`src/rtl/regwin_pkg.sv`:
```
// Shared encodings for the register window controller.
package regwin_pkg;

    typedef enum logic [2:0] {
        OP_NOP     = 3'd0,
        OP_ENTRY   = 3'd1,
        OP_RETW    = 3'd2,
        OP_ROTATE  = 3'd3,
        OP_RESTORE = 3'd4,
        OP_MOVSP   = 3'd5
    } win_op_e;

    typedef enum logic [3:0] {
        TK_NONE    = 4'd0,
        TK_OVF4    = 4'd1,
        TK_OVF8    = 4'd2,
        TK_OVF12   = 4'd3,
        TK_UNF4    = 4'd4,
        TK_UNF8    = 4'd5,
        TK_UNF12   = 4'd6,
        TK_ILLEGAL = 4'd7,
        TK_ALLOCA  = 4'd8
    } trap_kind_e;

endpackage

```
`src/rtl/regwin_scan.sv`:
```
// Picks the start bits around the base: five frames ahead and three behind.
// Assumes FRAMES is a power of two, so base arithmetic wraps by truncation.
module regwin_scan #(
    parameter int FRAMES = 16,
    localparam int BW    = $clog2(FRAMES)
) (
    input  logic [FRAMES-1:0] start_i,
    input  logic [BW-1:0]     base_i,
    output logic [4:0]        ahead_o,   // ahead_o[i] = start[base+1+i]
    output logic [2:0]        behind_o   // behind_o[j] = start[base-1-j]
);

    // Frames in front of the base, nearest first.
    for (genvar i = 0; i < 5; i++) begin : g_ahead
        localparam logic [BW-1:0] OFF = BW'(i + 1);
        assign ahead_o[i] = start_i[base_i + OFF];
    end

    // Frames behind the base, nearest first.
    for (genvar j = 0; j < 3; j++) begin : g_behind
        localparam logic [BW-1:0] OFF = BW'(j + 1);
        assign behind_o[j] = start_i[base_i - OFF];
    end

endmodule

```
`src/rtl/regwin_decide.sv`:
```
// Combinational decision for one accepted operation.
// Produces the next base, the bitmap edits, the save request and the trap.
// Assumes op_go_i is already gated by the busy state.
module regwin_decide
    import regwin_pkg::*;
#(
    parameter int FRAMES = 16,
    localparam int BW    = $clog2(FRAMES)
) (
    input  logic          op_go_i,
    input  logic [2:0]    op_code_i,
    input  logic [3:0]    op_imm_i,
    input  logic [1:0]    callinc_i,
    input  logic          woe_i,
    input  logic          excm_i,
    input  logic [31:0]   ra_i,
    input  logic [31:0]   pc_i,
    input  logic [BW-1:0] base_i,
    input  logic [BW-1:0] saved_i,
    input  logic [4:0]    ahead_i,
    input  logic [2:0]    behind_i,
    output logic [BW-1:0] base_nxt_o,
    output logic          set_new_o,
    output logic          clr_old_o,
    output logic          save_o,
    output logic          trap_o,
    output trap_kind_e    kind_o,
    output logic [31:0]   ret_pc_o
);

    logic        mode_ok;
    logic [2:0]  inc_mask;
    logic [1:0]  first_ahead;
    logic [2:0]  hop;
    logic [1:0]  ret_n;
    logic [1:0]  ret_m;
    logic [31:0] rot_ext;

    // Helper terms shared by several operations.
    always_comb begin
        mode_ok     = woe_i & ~excm_i;
        inc_mask    = 3'((4'd1 << callinc_i) - 4'd1);
        first_ahead = ahead_i[0] ? 2'd0 : (ahead_i[1] ? 2'd1 : 2'd2);
        hop         = {1'b0, first_ahead} + 3'd1;
        ret_n       = ra_i[31:30];
        ret_m       = behind_i[0] ? 2'd1 : (behind_i[1] ? 2'd2 :
                      (behind_i[2] ? 2'd3 : 2'd0));
        rot_ext     = {{28{op_imm_i[3]}}, op_imm_i};
        ret_pc_o    = {pc_i[31:30], ra_i[29:0]};
    end

    // Operation decode: next base, bitmap edits and trap choice.
    always_comb begin
        base_nxt_o = base_i;
        set_new_o  = 1'b0;
        clr_old_o  = 1'b0;
        save_o     = 1'b0;
        trap_o     = 1'b0;
        kind_o     = TK_NONE;
        if (op_go_i) begin
            case (win_op_e'(op_code_i))
                OP_ENTRY: begin
                    if (op_imm_i > 4'd3 || !mode_ok) begin
                        trap_o = 1'b1;
                        kind_o = TK_ILLEGAL;
                    end else if (|(ahead_i[2:0] & inc_mask)) begin
                        base_nxt_o = base_i + BW'(hop);
                        save_o     = 1'b1;
                        trap_o     = 1'b1;
                        if (ahead_i[hop])
                            kind_o = TK_OVF4;
                        else if (ahead_i[hop + 3'd1])
                            kind_o = TK_OVF8;
                        else
                            kind_o = TK_OVF12;
                    end else begin
                        base_nxt_o = base_i + BW'(callinc_i);
                        set_new_o  = 1'b1;
                    end
                end
                OP_RETW: begin
                    if (ret_n == 2'd0 || (ret_m != 2'd0 && ret_m != ret_n) || !mode_ok) begin
                        trap_o = 1'b1;
                        kind_o = TK_ILLEGAL;
                    end else begin
                        base_nxt_o = base_i - BW'(ret_n);
                        if (behind_i[ret_n - 2'd1]) begin
                            clr_old_o = 1'b1;
                        end else begin
                            save_o = 1'b1;
                            trap_o = 1'b1;
                            kind_o = trap_kind_e'(4'd3 + {2'd0, ret_n});
                        end
                    end
                end
                OP_ROTATE:  base_nxt_o = base_i + rot_ext[BW-1:0];
                OP_RESTORE: base_nxt_o = saved_i;
                OP_MOVSP: begin
                    if (behind_i == 3'b000) begin
                        trap_o = 1'b1;
                        kind_o = TK_ALLOCA;
                    end
                end
                default: ;
            endcase
        end
    end

endmodule

```
`src/rtl/regwin_state.sv`:
```
// Holds the base, start bitmap, saved base and busy flag.
// Applies the edits chosen by the decision logic at the clock edge.
module regwin_state #(
    parameter int FRAMES = 16,
    localparam int BW    = $clog2(FRAMES)
) (
    input  logic              clk,
    input  logic              rst_n,
    input  logic              op_go_i,
    input  logic [BW-1:0]     base_nxt_i,
    input  logic              set_new_i,
    input  logic              clr_old_i,
    input  logic              save_i,
    input  logic              trap_i,
    input  logic              ack_i,
    output logic [BW-1:0]     base_o,
    output logic [FRAMES-1:0] start_o,
    output logic [BW-1:0]     saved_o,
    output logic              busy_o
);

    // Window base register.
    always_ff @(posedge clk) begin
        if (!rst_n)       base_o <= '0;
        else if (op_go_i) base_o <= base_nxt_i;
    end

    // Start bitmap: set the new frame on entry, clear the old one on return.
    always_ff @(posedge clk) begin
        if (!rst_n) begin
            start_o <= FRAMES'(1);
        end else if (op_go_i) begin
            if (set_new_i) start_o[base_nxt_i] <= 1'b1;
            if (clr_old_i) start_o[base_o]     <= 1'b0;
        end
    end

    // Saved base, written on overflow and underflow.
    always_ff @(posedge clk) begin
        if (!rst_n)                 saved_o <= '0;
        else if (op_go_i && save_i) saved_o <= base_o;
    end

    // Busy flag, raised by a trap and dropped by an acknowledge.
    always_ff @(posedge clk) begin
        if (!rst_n)      busy_o <= 1'b0;
        else if (trap_i) busy_o <= 1'b1;
        else if (ack_i)  busy_o <= 1'b0;
    end

endmodule

```
`src/rtl/regwin_ctrl.sv`:
```
// Register window controller top. Ties the scan, decision and state pieces
// together. NUM_REGS must be four times a power of two, and at least 16.
module regwin_ctrl
    import regwin_pkg::*;
#(
    parameter int NUM_REGS = 64,
    localparam int FRAMES  = NUM_REGS / 4,
    localparam int BW      = $clog2(FRAMES)
) (
    input  logic              clk,
    input  logic              rst_n,
    input  logic              op_valid_i,
    input  logic [2:0]        op_code_i,
    input  logic [3:0]        op_imm_i,
    input  logic [1:0]        callinc_i,
    input  logic              woe_i,
    input  logic              excm_i,
    input  logic [31:0]       ra_i,
    input  logic [31:0]       pc_i,
    input  logic              trap_ack_i,
    output logic              busy_o,
    output logic [BW-1:0]     base_o,
    output logic [BW-1:0]     base_next_o,
    output logic [BW-1:0]     saved_base_o,
    output logic [FRAMES-1:0] start_o,
    output logic              trap_o,
    output logic [3:0]        trap_kind_o,
    output logic [31:0]       ret_pc_o
);

    logic       op_go;
    logic [4:0] ahead;
    logic [2:0] behind;
    logic       set_new;
    logic       clr_old;
    logic       save;
    trap_kind_e kind;

    // An operation is accepted only while no trap is outstanding.
    assign op_go       = op_valid_i & ~busy_o;
    assign trap_kind_o = kind;

    regwin_scan #(.FRAMES(FRAMES)) u_scan (
        .start_i  (start_o),
        .base_i   (base_o),
        .ahead_o  (ahead),
        .behind_o (behind)
    );

    regwin_decide #(.FRAMES(FRAMES)) u_decide (
        .op_go_i    (op_go),
        .op_code_i  (op_code_i),
        .op_imm_i   (op_imm_i),
        .callinc_i  (callinc_i),
        .woe_i      (woe_i),
        .excm_i     (excm_i),
        .ra_i       (ra_i),
        .pc_i       (pc_i),
        .base_i     (base_o),
        .saved_i    (saved_base_o),
        .ahead_i    (ahead),
        .behind_i   (behind),
        .base_nxt_o (base_next_o),
        .set_new_o  (set_new),
        .clr_old_o  (clr_old),
        .save_o     (save),
        .trap_o     (trap_o),
        .kind_o     (kind),
        .ret_pc_o   (ret_pc_o)
    );

    regwin_state #(.FRAMES(FRAMES)) u_state (
        .clk        (clk),
        .rst_n      (rst_n),
        .op_go_i    (op_go),
        .base_nxt_i (base_next_o),
        .set_new_i  (set_new),
        .clr_old_i  (clr_old),
        .save_i     (save),
        .trap_i     (trap_o),
        .ack_i      (trap_ack_i),
        .base_o     (base_o),
        .start_o    (start_o),
        .saved_o    (saved_base_o),
        .busy_o     (busy_o)
    );

endmodule

```
`config.mk`:
```
export PLATFORM = sky130hd
export DESIGN_NAME = regwin_ctrl
export DESIGN_NICKNAME = d
export VERILOG_FILES = /design/src/rtl/regwin_pkg.sv /design/src/rtl/regwin_scan.sv /design/src/rtl/regwin_decide.sv /design/src/rtl/regwin_state.sv /design/src/rtl/regwin_ctrl.sv
export SDC_FILE = /design/constraint.sdc
export NUM_CORES = 1
export LEC_CHECK = 0
export CAP_MARGIN = 0
export CORE_MARGIN = 2
export CORE_UTILIZATION = 39
export CTS_CLUSTER_DIAMETER = 150
export CTS_CLUSTER_SIZE = 20
export DETAILED_ROUTE_END_ITERATION = 7
export PLACE_DENSITY = 0.8
export SYNTH_ARGS = -nofsm -noshare
export SYNTH_HDL_FRONTEND = slang
export SYNTH_SLANG_ARGS = --single-unit
```
`constraint.sdc`:
```
create_clock -name clk -period 4.55 [get_ports clk]
set_input_delay 0.455 -clock clk [delete_from_list [all_inputs] [get_ports clk]]
set_output_delay 0.455 -clock clk [all_outputs]
set_load 0.05 [all_outputs]
```
## After elaboration in Yosys (flattened, before gate mapping)

Cells that the tools add are included.

- Memories: 0
- Memory bits (read-only): 0
- RAM bits: 0
- Register bits after elaboration: 25
- Latch bits: 0
- Word-level logic and storage cells: 135

- Multipliers: 0
- Reduce and logical (&&, ||, !) cells: 13
- Equality and inequality tests: 6
- Muxes and demuxes: 70
- Divide/modulo/power cells: 0
- Bitwise gates (word level): 8
- $lt $le $gt $ge: 16
- Add/subtract/negate cells: 17
- Shift operators: 1

Operators with widths:

| kind | number |
|---|---|
| $mux W16 | 4 |
| $lt A4 B5 Y1 const B | 10 |
| $mux W4 | 11 |
| $mux W1 | 33 |
| $bmux W1 S4 | 8 |
| $and A16 B16 Y16 | 1 |
| $not A16 Y16 | 1 |
| $or A16 B16 Y16 | 1 |
| $pmux W4 S4 | 1 |
| $pmux W4 S3 | 1 |
| $mux W2 | 5 |
| $add A4 B2 Y4 const B | 2 |
| $add A4 B3 Y4 const B | 2 |
| $demux W1 S4 | 2 |
| $ge A4 B1 Y1 const B | 2 |
| $lt A3 B4 Y1 const B | 2 |
| $sub A4 B2 Y4 const B | 2 |
| $bmux W1 S3 | 2 |
| $eq A3 B2 Y1 const B | 2 |
| $eq A3 B3 Y1 const B | 2 |
| $add A4 B1 Y4 const B | 1 |
| $add A4 B2 Y4 | 1 |
| $add A4 B3 Y4 | 1 |
| $add A4 B4 Y4 | 1 |
| 25 further kinds | 33 |

## Longest topological paths before layout

- Word-level depth: 23
- Gate-level depth with buffers: 22

## By module

A second synthesis with hierarchy kept.

- Cell total of the unflattened synthesis: 333
- Area, all modules: 3009.1 um^2

By module, submodules not included:

| module | area each (um^2) | cells each | instances |
|---|---|---|---|
| regwin_decide | 1203.7 | 171 | 1 |
| regwin_state | 1023.5 | 110 | 1 |
| regwin_scan | 768.2 | 51 | 1 |
| regwin_ctrl | 13.8 | 1 | 1 |

## Worst setup path before layout

OpenSTA, ideal clock, no wires.

- Path kind: register to register
- Start: reg u_state.base_o[1]
- End: reg u_state.start_o[3]
- Arrival: 5.317 ns
- Library setup time: 0.087 ns
- Slack: -0.854 ns
- Path buffers: 2
- Stages on the path, launching flop included: 21
- Cells stage by stage: dfxtp_1 -> buf_2 -> inv_1 -> ha_1 -> buf_6 -> mux2i_1 -> mux2i_1 -> mux4_2 -> nor2b_1 -> ha_1 -> a32o_1 -> inv_1 -> fa_1 -> mux2_2 -> mux2i_1 -> a21oi_1 -> nor2_1 -> a31oi_1 -> nand2_1 -> nand3_1 -> o31ai_1

- Word-level cells in the longest chain between the ends: 23
- Elaborated cells between the ends (all ways): 67

Ends and longest elaborated chain:

| what | RTL line | text |
|---|---|---|
| from (decl) | regwin_state.sv:16 | `output logic [BW-1:0] base_o,` |
| from (signal assigned) | regwin_state.sv:25 | `else if (op_go_i) base_o <= base_nxt_i;` |
| branches (longest 12 deep; another with $add A4 B2 Y4) | n/a |  |
| $mux W4 * | regwin_decide.sv:60 | `if (op_go_i) begin` |
| via base_next_o[1] | regwin_ctrl.sv:23 | `output logic [BW-1:0] base_next_o,` |
| $lt A4 B5 Y1 (not written as such) / $ge A4 B1 Y1 (equally long branches) | regwin_state.sv:33 | `if (set_new_i) start_o[base_nxt_i] <= 1'b1;` |
| $logic_and A1 B1 Y1 (not written as such) | regwin_state.sv:33 |  |
| $mux W1 (not written as such) | regwin_state.sv:33 |  |
| $demux W1 S4 * | n/a |  |
| $or A16 B16 Y16 (no source line) * | n/a |  |
| $mux W16 * | regwin_state.sv:33 |  |
| $mux W16 * | regwin_state.sv:32 | `end else if (op_go_i) begin` |
| $mux W16 * | regwin_state.sv:30 | `if (!rst_n) begin` |
| $and A16 B16 Y16 (no source line) | n/a |  |
| $mux W16 * | regwin_state.sv:34 | `if (clr_old_i) start_o[base_o] <= 1'b0;` |
| to (signal assigned) | regwin_state.sv:31 | `start_o <= FRAMES'(1);` |
| to (signal, indexed assignment) | regwin_state.sv:33 |  |
| to (signal, indexed assignment) | regwin_state.sv:34 |  |
| to (decl) | regwin_state.sv:17 | `output logic [FRAMES-1:0] start_o,` |

Mark *: on every way through the listed nets, which the timed path passes. The select of a mux whose other input is x is not followed.
A chain may end at the register's enable or synchronous reset.

## Worst setup path in the final report

- Start: reg u_state.base_o[0]
- End: out base_next_o[3]

- Word-level cells in the longest chain between the ends: 13
- Elaborated cells between the ends (all ways): 40

Ends and longest elaborated chain:

| what | RTL line | text |
|---|---|---|
| branches (longest 11 deep; another with $add A4 B2 Y4) | n/a |  |
| $pmux W4 S4 * | regwin_decide.sv:61 | `case (win_op_e'(op_code_i))` |
| $mux W4 * | regwin_decide.sv:60 |  |
| to (decl) | regwin_ctrl.sv:23 |  |

Mark *: on every way between the ends. The select of a mux whose other input is x is not followed.

==> impl_results.md <==
* Xor/xnor cell area share of the yosys netlist at 0.03546
* Worst-margin pin slew at 678.1 ps
* Failing checks: negative setup slack
* Pre-CTS setup slack at -63.31 ps
* Lkg Pwr at 1.535 nW
* Chip Height at 94.73 µm
* Top post-synthesis cells by area: dfxtp_1 16%, mux4_2 12%, ha_1 9.4%, buf_4 7.7%, mux2i_1 7.5%
* Hold slack at 530.8 ps
* Vias in the first global route at 2968
* Crit path cell chain: inv_2 > ha_4 > buf_12 > mux2i_2 > mux2i_1 > mux4_2 > nor2b_2 > ha_1 > a32o_2 > ha_1 > a21o_1 > a21oi_1 > nor2_1 > xnor2_1 > o221ai_2 > a211o_1 > o211ai_4 > inv_6 > buf_12
* Drt drc at 0
* Critical path class: reg -> out
* Sequential element share of the synthesized area at 0.1559
* Diodes inserted at 0
* Largest stage delay on the critical path at 560 ps
* Final Critical Period at approximately 4800 ps
* R2R Path End: u_state.start_o[6]
* Most frequent cell after synthesis: buf_4
* Final HPWL from detailed placement at approximately 7.5 mm
* Max stage delay cell, worst path: mux4_2
* GPL Wtd Cong at 0.9002
* CTS tree: built
* Flop pwr share at 0.406
* Initial antenna violation count at 0
* Portion of netlist area occupied by mux cells at 0.2276
* Yosys reg bits at 25
* Setup TNS at -514.3 ps
* Required time of the critical path at approximately 4100 ps
* CP Launch Point: u_state.base_o[0]
* Largest net degree at the start of global routing at 22
* Post-DRT Antenna Nets at 0
* Crit path max-delay family: compound AO/OA/AOI/OAI gates
* Cell depth of the worst setup path at 19
* Clock transition at path regs at approximately 90 ps
* Status: finished with violations
* Initial Utilization at 0.3967
* Largest family of logic cells by synthesized area: multiplexers
* Hold buffers post-CTS at 0
* Reg2Reg Launch Point: u_state.base_o[0]
* CORE AREA at 0.008093 mm²
* Fin area at 0.004138 mm²
* Power per cell area at 131.4 mW/mm²
* Num CTS Buffers at 3
* Adder-cell area share of the yosys netlist at 0.1122
* Synthesized instance count at 355
* H-tree levels at 1
* Internal power at around 0.36 mW
* Max Slew Vio Count at 0
* Routed via count at 3042
* EDFF count, synth at 0
* Setup crit start kind: flop
* Syn_nets at 461
* Row count at 33
* Yosys warning total at 0
* Critical Path End: base_next_o[3]
* MaxCap Viol Count at 0
* Switching Share at 0.3358
* Final worst slack at -295.8 ps
* Post-DP Area at 0.003861 mm²
* Root buffer cell: clkbuf_8
* Starting DRT DRC Count at 262
* Post-synth cell types at 68
* P_sw at 0.1826 mW
* Main synth FF type: dfxtp_1
* R2R setup slack at -20 ps
* Top cell type's share of synthesized area at 0.1559
* CP Capture Type: output port
* Crit-path max FO at 6
* RSZ-0062 raised after global routing: yes
* Slew HR at 0.5475
* Total Power at 0.5438 mW
* Tot GR Track Use at 0.2123
* Syn avg cell area at 9.044 µm²
* Post-synth top cells: 33 x buf_4, 27 x nor2_1, 25 x dfxtp_1
* Largest area contributor in the netlist: dfxtp_1
* IO buf count at 50
* Min-delay worst type: reg -> reg
* Max Root-Sink Buffers at 2
* Clock Skew at 10.82 ps
* Io pins at 145
* Synth-to-Final Area Change at 28.88%
* Worst VDD drop at 0.1246 mV
* Worst path arrival time at 4390 ps
* Final #Nets at 508
* F_max at 206.4 MHz
* Clk sinks at 25
* Fin. Hold Viols at 0
* Final setup vio count at 5
* Full die area at ~0.0090 mm²
* Cell Area, Synth at 0.003211 mm²
* Gate power share at 0.335
* Drt pass-1 iters at 5
* Share of layout cells above drive strength 1 at 0.2918
* FF-to-FF path depth at 20
* Simple-Gate Fraction of Synth Area at 0.1395
* Routed WL per cell at 19.13 µm
* Post-DR vias/cell at around 6
* Buf/Inv on CP at 4
* Tcrit/Tclk final at 1.065
* First-pass GRT wire length at 15.22 mm
* Clock latency on the worst-skew pair at about 270 ps
* Die width at 94.73 µm
* Clock power share at 0.259
* Total grt overflow at 0
* Compound-cell area share of the yosys netlist at 0.2093
* Final wirelength at 9.678 mm
* Async SR Flop Fraction at 0
## worst min-delay path: stages, from the launching register on
cell     delay (ps)
dfxtp_1         350
mux2i_1          80
nor2_1           80
## what timing repair did
| action | 4_1_cts | 5_1_grt |
|---|---|---|
| pin swaps | 4 | 5 |
| gates resized for setup | 15 | 17 |
| setup buffers | 5 | 3 |
| setup endpoints to repair | 6 | 18 |
## kinds of logic (layout without fill, tap and decap cells)
| family | after synthesis | in the layout |
|---|---|---|
| AO/OA/AOI/OAI | 92 | 92 |
| XOR/XNOR | 13 | 13 |
| adder cells (fa/ha/maj) | 27 | 27 |
| buffers and inverters | 64 | 110 |
| flip-flops | 25 | 25 |
| multiplexers | 47 | 47 |
| AND/OR/NAND/NOR | 87 | 87 |
## power by group through the flow
stage	clock [mW]	sequential [mW]	combinational, mW
after floorplan	0	0.231	0.177
after global placement	0	0.226	0.166
after detailed placement	0	0.226	0.168
after CTS	0.144	0.221	0.174
after global routing	0.152	0.221	0.194
final	0.141	0.221	0.182
## final cells by class
cell class,count,area (µm²)
well taps,105,131.4
fillers,748,3955
inverters,20,86.33
clock buffers,3,41.29
clock inverters,1,8.758
repair buffers,86,840.8
flip-flops and latches,25,508.0
multi-input cells,266,2521
## metrics by stage
stage / util / cells
final: 0.5113 / 506
after global routing: 0.5113 / 506
after CTS: 0.4961 / 503
after detailed placement: 0.4771 / 494
after global placement: 0.4771 / 494
after floorplan: - / 355
## routing by layer
layer / wire length [µm] / global-route usage / vias up
met5: 0 / 0 / -
met3: 673 / 0.02314 / 16
met2: 4852 / 0.3652 / 147
met4: 180 / 0.05676 / 0
li1: - / - / 1395
met1: 3971 / 0.2829 / 1484
## registers in the layout, summed over array words and instances, names as in the netlist
signal / cells
u_state.saved_o: 4
u_state.busy_o: 1
u_state.base_o: 4
u_state.start_o: 16
## placed cells by master, fill, tap and decap left out, drive strengths merged, types with 2 or more instances in the layout
cell,netlist,final
o31ai,2,2
clkbuf,6,3
ha,24,24
a41oi,2,2
and2,2,2
mux2,2,2
or3b,2,2
a21o,5,5
a211oi,11,11
a21oi,18,18
mux4,18,18
or4,2,2
o21ai,12,12
buf,38,44
o21a,2,2
a211o,2,2
xnor2,7,7
mux2i,27,27
nand4,2,2
nand3,6,6
clkdlybuf4s50,0,42
or3,3,3
a22oi,2,2
a31oi,18,18
nor3,2,2
nor2,28,28
nor2b,7,7
nor3b,2,2
xor2,6,6
dfxtp,25,25
inv,20,20
nand2b,3,3
o211ai,5,5
fa,3,3
nand2,24,24
## worst min-delay path by stage
stage	from	end	slack (ps)	cells past startpoint
after CTS	u_state.saved_o[1]	u_state.saved_o[1]	540	2
after global placement	u_state.saved_o[1]	u_state.saved_o[1]	520	2
final	u_state.saved_o[1]	u_state.saved_o[1]	530	2
after floorplan	rst_n	u_state.start_o[0]	530	1
after detailed placement	u_state.saved_o[1]	u_state.saved_o[1]	520	2
after global routing	u_state.saved_o[1]	u_state.saved_o[1]	580	2
No activity file was read; power rests on OpenSTA's default activity.
